===== config.mk =====
export PLATFORM = sky130hd
export DESIGN_NAME = lcd_sync_gen
export DESIGN_NICKNAME = d
export VERILOG_FILES = /design/src/rtl/lcd_sync_pkg.sv /design/src/rtl/lcd_pix_div.sv /design/src/rtl/lcd_seg_timer.sv /design/src/rtl/lcd_sync_pol.sv /design/src/rtl/lcd_sync_gen.sv
export SDC_FILE = /design/constraint.sdc
export NUM_CORES = 1
export LEC_CHECK = 0
export ABC_AREA = 1
export BUFFER_PORTS_ARGS = -buffer_cell sky130_fd_sc_hd__buf_2
export CAP_MARGIN = 10
export CORE_UTILIZATION = 61
export DETAILED_ROUTE_END_ITERATION = 10
export GPL_TIMING_DRIVEN = 0
export PLACE_DENSITY = 0.92
export SETUP_SLACK_MARGIN = 0.3
export SLEW_MARGIN = 30
export SYNTH_ARGS = -nofsm -noshare
export SYNTH_HDL_FRONTEND = slang
export SYNTH_SLANG_ARGS = --single-unit

===== constraint.sdc =====
create_clock -name clk -period 3.5 [get_ports clk]
set_input_delay 0.7 -clock clk [delete_from_list [all_inputs] [get_ports clk]]
set_output_delay 0.7 -clock clk [all_outputs]
set_load 0.05 [all_outputs]

===== src/rtl/lcd_sync_pkg.sv =====
`timescale 1ns/1ps
package lcd_sync_pkg;
  // Four segments per timer. Horizontal: visible, front, sync, back.
  // Vertical: sync, back, visible, front.
  typedef enum logic [1:0] {SEG_A = 2'd0, SEG_B = 2'd1, SEG_C = 2'd2, SEG_D = 2'd3} seg_e;

  // Bias added to each field to give its segment length.
  localparam int H_ACT_BIAS   = 1;
  localparam int H_FRONT_BIAS = 1;
  localparam int H_SYNC_BIAS  = 1;
  localparam int H_BACK_BIAS  = 3;
  localparam int V_BIAS       = 1;
endpackage


===== src/rtl/lcd_pix_div.sv =====
`timescale 1ns/1ps
module lcd_pix_div #(
  parameter int DIV_W = 8
) (
  input  logic             clk,
  input  logic             rst_n,
  input  logic [DIV_W-1:0] div_i,
  output logic             ce_o
);
  logic [DIV_W-1:0] cnt_q, cnt_d;

  // >= keeps the divider safe when the divisor drops below the count
  assign ce_o = (cnt_q >= div_i);

  always_comb begin
    cnt_d = ce_o ? '0 : DIV_W'(cnt_q + 1'b1);
  end

  always_ff @(posedge clk or negedge rst_n) begin
    if (!rst_n) cnt_q <= '0;
    else        cnt_q <= cnt_d;
  end
endmodule


===== src/rtl/lcd_seg_timer.sv =====
`timescale 1ns/1ps
module lcd_seg_timer
  import lcd_sync_pkg::*;
#(
  parameter int W = 12
) (
  input  logic              clk,
  input  logic              rst_n,
  input  logic              step_i,
  input  logic              restart_i,
  input  logic [3:0][W-1:0] lim_i,
  output seg_e              seg_o,
  output logic [W-1:0]      cnt_o,
  output logic              at_lim_o
);
  seg_e         seg_q, seg_d;
  logic [W-1:0] cnt_q, cnt_d;

  assign at_lim_o = (cnt_q == lim_i[seg_q]);

  always_comb begin
    seg_d = seg_q;
    cnt_d = cnt_q;
    if (restart_i) begin
      seg_d = SEG_A;
      cnt_d = '0;
    end else if (step_i) begin
      if (at_lim_o) begin
        seg_d = seg_e'(2'(seg_q + 2'd1));
        cnt_d = '0;
      end else begin
        cnt_d = W'(cnt_q + 1'b1);
      end
    end
  end

  always_ff @(posedge clk or negedge rst_n) begin
    if (!rst_n) begin
      seg_q <= SEG_A;
      cnt_q <= '0;
    end else begin
      seg_q <= seg_d;
      cnt_q <= cnt_d;
    end
  end

  assign seg_o = seg_q;
  assign cnt_o = cnt_q;
endmodule


===== src/rtl/lcd_sync_pol.sv =====
`timescale 1ns/1ps
module lcd_sync_pol (
  input  logic hs_act_i,
  input  logic vs_act_i,
  input  logic hs_low_i,
  input  logic vs_low_i,
  input  logic hold_low_i,
  output logic hsync_o,
  output logic vsync_o
);
  always_comb begin
    hsync_o = !hold_low_i && (hs_act_i ^ hs_low_i);
    vsync_o = !hold_low_i && (vs_act_i ^ vs_low_i);
  end
endmodule


===== src/rtl/lcd_sync_gen.sv =====
`timescale 1ns/1ps
module lcd_sync_gen
  import lcd_sync_pkg::*;
#(
  parameter int DIV_W = 8,
  parameter int H_W   = 12,
  parameter int V_W   = 11
) (
  input  logic             clk,
  input  logic             rst_n,
  input  logic [DIV_W-1:0] cfg_div,
  input  logic [H_W-1:0]   cfg_h_active_m1,
  input  logic [H_W-1:0]   cfg_h_front,
  input  logic [H_W-1:0]   cfg_h_sync,
  input  logic [H_W-1:0]   cfg_h_back,
  input  logic [V_W-1:0]   cfg_v_active_m1,
  input  logic [V_W-1:0]   cfg_v_sync,
  input  logic [V_W-1:0]   cfg_v_back,
  input  logic [V_W-1:0]   cfg_v_front,
  input  logic             hs_active_low,
  input  logic             vs_active_low,
  input  logic             de_only_mode,
  output logic             pix_ce,
  output logic             hsync,
  output logic             vsync,
  output logic             de,
  output logic [H_W-1:0]   px_x,
  output logic [V_W-1:0]   px_y,
  output logic             frame_start
);
  // Segment limit = length - 1 = field + bias - 1
  localparam logic [H_W-1:0] H_ACT_ADJ   = H_W'(H_ACT_BIAS - 1);
  localparam logic [H_W-1:0] H_FRONT_ADJ = H_W'(H_FRONT_BIAS - 1);
  localparam logic [H_W-1:0] H_SYNC_ADJ  = H_W'(H_SYNC_BIAS - 1);
  localparam logic [H_W-1:0] H_BACK_ADJ  = H_W'(H_BACK_BIAS - 1);
  localparam logic [V_W-1:0] V_ADJ       = V_W'(V_BIAS - 1);

  logic                 ce;
  logic                 started_q, started_d;
  logic                 fs_q, fs_d;
  logic [3:0][H_W-1:0]  hlim_q, hlim_d, hlim_in;
  logic [3:0][V_W-1:0]  vlim_q, vlim_d, vlim_in;
  seg_e                 h_seg, v_seg;
  logic [H_W-1:0]       h_cnt;
  logic [V_W-1:0]       v_cnt;
  logic                 h_at_lim, v_at_lim;
  logic                 h_wrap, v_wrap, line_end, restart, frame_begin;

  lcd_pix_div #(.DIV_W(DIV_W)) u_div (
    .clk   (clk),
    .rst_n (rst_n),
    .div_i (cfg_div),
    .ce_o  (ce)
  );

  // Biased limits from the live fields, in each timer's segment order
  always_comb begin
    hlim_in[0] = H_W'(cfg_h_active_m1 + H_ACT_ADJ);
    hlim_in[1] = H_W'(cfg_h_front     + H_FRONT_ADJ);
    hlim_in[2] = H_W'(cfg_h_sync      + H_SYNC_ADJ);
    hlim_in[3] = H_W'(cfg_h_back      + H_BACK_ADJ);
    vlim_in[0] = V_W'(cfg_v_sync      + V_ADJ);
    vlim_in[1] = V_W'(cfg_v_back      + V_ADJ);
    vlim_in[2] = V_W'(cfg_v_active_m1 + V_ADJ);
    vlim_in[3] = V_W'(cfg_v_front     + V_ADJ);
  end

  always_comb begin
    h_wrap      = h_at_lim && (h_seg == SEG_D);
    v_wrap      = v_at_lim && (v_seg == SEG_D);
    line_end    = ce && h_wrap;
    restart     = ce && !started_q;
    frame_begin = restart || (line_end && v_wrap);
    started_d   = started_q || ce;
    hlim_d      = frame_begin ? hlim_in : hlim_q;
    vlim_d      = frame_begin ? vlim_in : vlim_q;
    // next line is the first visible one, and its first pixel is visible
    fs_d        = line_end && (v_seg == SEG_B) && v_at_lim;
  end

  always_ff @(posedge clk or negedge rst_n) begin
    if (!rst_n) begin
      started_q <= 1'b0;
      fs_q      <= 1'b0;
      hlim_q    <= '0;
      vlim_q    <= '0;
    end else begin
      started_q <= started_d;
      fs_q      <= fs_d;
      hlim_q    <= hlim_d;
      vlim_q    <= vlim_d;
    end
  end

  lcd_seg_timer #(.W(H_W)) u_htmr (
    .clk       (clk),
    .rst_n     (rst_n),
    .step_i    (ce),
    .restart_i (restart),
    .lim_i     (hlim_q),
    .seg_o     (h_seg),
    .cnt_o     (h_cnt),
    .at_lim_o  (h_at_lim)
  );

  lcd_seg_timer #(.W(V_W)) u_vtmr (
    .clk       (clk),
    .rst_n     (rst_n),
    .step_i    (line_end),
    .restart_i (restart),
    .lim_i     (vlim_q),
    .seg_o     (v_seg),
    .cnt_o     (v_cnt),
    .at_lim_o  (v_at_lim)
  );

  lcd_sync_pol u_pol (
    .hs_act_i   (started_q && (h_seg == SEG_C)),
    .vs_act_i   (started_q && (v_seg == SEG_A)),
    .hs_low_i   (hs_active_low),
    .vs_low_i   (vs_active_low),
    .hold_low_i (de_only_mode),
    .hsync_o    (hsync),
    .vsync_o    (vsync)
  );

  assign pix_ce      = ce;
  assign de          = started_q && (h_seg == SEG_A) && (v_seg == SEG_C);
  assign px_x        = h_cnt;
  assign px_y        = v_cnt;
  assign frame_start = fs_q;
endmodule


==> metrics.txt <==
status=finished clean; post-route insts no fill=1257; most frequent cells after synthesis=386 x nand2_1, 187 x nand3_1, 129 x dfrtp_1; RePlAce Congestion=0.925; Async SR Flop Fraction=100%; buffers added on ports=132; CP Data Required Time=2.80 ns; Die Wd=110 um; DR WL/cell=15.3 um; WP data arrival=2.31 ns; Syn-to-layout area delta=20.4%; Post-Syn Nets=1074; initial antenna violation count=0; Worst Setup Path Type=flip-flop to output pin; post-route ant nets=0; Initial Utilization=62.5%; Post-DP HPWL=13.8 mm; DRC Markers=0; MaxCap Viol Count=0; final critical-path share of the clock period=86.1%; Worst Skew=0.00673 ns; area fraction of the dominant cell type after synthesis=45.2%; setup violators final=0; CTS sink cnt=129; static leakage=4.79 nW; most common cell in the netlist=nand2_1; Fillers=836; largest cells by area after synthesis=dfrtp_1 45%, nand2_1 20%, nand3_1 13%; CP Capture Type=output pin; root buffer cell=clkbuf_16; min setup slack post-route=0.487 ns; Max-slew headroom=57.3%; Pins Over Slew Limit=0; DRT Wirelength=19.2 mm; Synth Register Bits=129; final critical-path required period=3.01 ns; n_diodes=0; sequential-to-total area share from yosys stat=45.2%; starting DRC count in detailed routing=633; Worst-Margin Slew=0.639 ns; Via density=5.58; Rows=39; hold-fix buffer count after cts=0; Placed Cells=1226; first-pass GRT wire length=31.1 mm; Max VDD drop=620 uV; DR pass1 iterations=8; vias in the first global route=6583; FF/Latch Area=3230 sq um; nets=1226; CP max FO=10; Yosys top cell by area=dfrtp_1; DIE AREA=12100 sq um; clock latency on the worst-skew pair=0.43 ns; total global routing overflow=0; Max Clock Freq=332 MHz; Post-Place Worst Slack=0.348 ns; Post-synth EDFFs=0; Synth Flop Type=dfrtp_1; die height=110 um; Clock Path Buffers=2; min-delay worst type=input port to asynchronous set/reset pin; layout cell share with drive strength beyond 1=19.5%; Post CTS Setup Buffer Count=0; synth warn=0; Cell variety after synth=28; CTS tree=yes; post-CTS sizing=1; area of the multi-input gates=3330 sq um; core area=11400 sq um; RSZ-0062 raised after global routing=false; Design Power=4.79 mW; setup slack, reg-to-reg=0.76 ns; Startpoint Class=flip-flop; Fin. Hold Viols=0; DR vias=7013; IO Count=133; final core occ=75.3%; cts bufs inserted=17; Avg Inst Size Synth=7.51 sq um; Overall Global Routing Usage=34.2%; Pwr Density=557 nW/um^2; Mapped Cells=950; FF-to-FF path depth=15; CTS clock-pin slew for the worst setup and hold paths=0.05 ns; setup TNS=0 ns; H-tree Lvls=4; pin count of the biggest net entering global routing=83; Mapped Area=7130 sq um
-- area by class of cell --
| class | instances | share of cell area [%] |
|---|---|---|
| buffer | 48 | 4.06 |
| clock buffer | 21 | 5.47 |
| clock inverter | 10 | 1.28 |
| inverter | 59 | 2.64 |
| multi-input combinational | 714 | 38.8 |
| sequential | 129 | 37.6 |
| tap | 143 | 2.08 |
| timing repair buffer | 133 | 8.12 |
-- flip-flops by register name, summed over array words and instances, names as in the netlist --
signal / cells
u_vtmr.cnt_o: 11
vlim_q: 44
u_htmr.cnt_o: 12
u_htmr.seg_o: 2
started_q: 1
u_vtmr.seg_o: 2
hlim_q: 48
u_div.cnt_q: 8
frame_start: 1
-- through the flow --
step	instance area, sq um	hold slack (ns)
after CTS	8590	0.179
after floorplan	7130	0.404
final	8590	0.169
after global placement	7970	0.453
after global routing	8590	0.199
after detailed placement	8010	0.459
-- layer usage --
layer  vias up  GRT usage, %  part of all wire, %
li1       3343             -                    -
met1      3269          43.2                   42
met2       353          56.0                   48
met3        48          6.82                  7.8
met4         0          17.0                  3.1
met5         -             0                    0
-- path summary, 6_finish.rpt --
| path | end | from |
|---|---|---|
| worst max-delay path | pix_ce | u_div.cnt_q[7]$_DFF_PN0_ |
| max in group asynchronous | vlim_q[21]$_DFFE_PN0P_ | rst_n |
| worst min-delay path | u_htmr.cnt_o[7]$_DFFE_PN0P_ | rst_n |
| worst max register to register | hlim_q[0]$_DFFE_PN0P_ | u_htmr.seg_o[0]$_DFFE_PN0P_ |
| worst min register to register | hlim_q[47]$_DFFE_PN0P_ | hlim_q[47]$_DFFE_PN0P_ |
| min in group clk | hlim_q[47]$_DFFE_PN0P_ | hlim_q[47]$_DFFE_PN0P_ |
-- cells by family after synthesis --
logic type,count (synthesis),synth area share (%)
simple gates,641,38.0
flops,129,45.2
buf+inv,107,8.05
xor+xnor,28,3.44
compound gates,26,1.91
fa+ha+maj,19,3.33
-- power by group --
group	internal, mW	switching, mW
Sequential	1.58	0.110
Combinational	0.451	0.904
Clock	1.09	0.647
-- cells in the final DEF (no fill, tap or decap), types with 4 or more instances in the layout --
master      Yosys  layout
nand4_1         7       7
buf_6          12      12
buf_2          17     148
nand2_1       386     386
nand3_1       187     187
buf_4          15      15
a21oi_1         7       7
clkinv_2        0       4
inv_1          54      54
nor3_1          8       8
o21ai_0        17      17
clkbuf_16       0      17
clkinvlp_4      0       4
dfrtp_1       129     129
nor2_1         41      41
clkbuf_1        4       4
xor2_1         26      26
ha_1           19      19
-- critical path, stage by stage, from the launching register on --
cell and delay, ns:
dfrtp_1 0.39, ha_1 0.30, nand2_1 0.07, nor2_1 0.14
nand4_1 0.09, nand3_1 0.28, clkbuf_2 0.31, buf_2 0.31
Power figures use the tool's default switching activity.
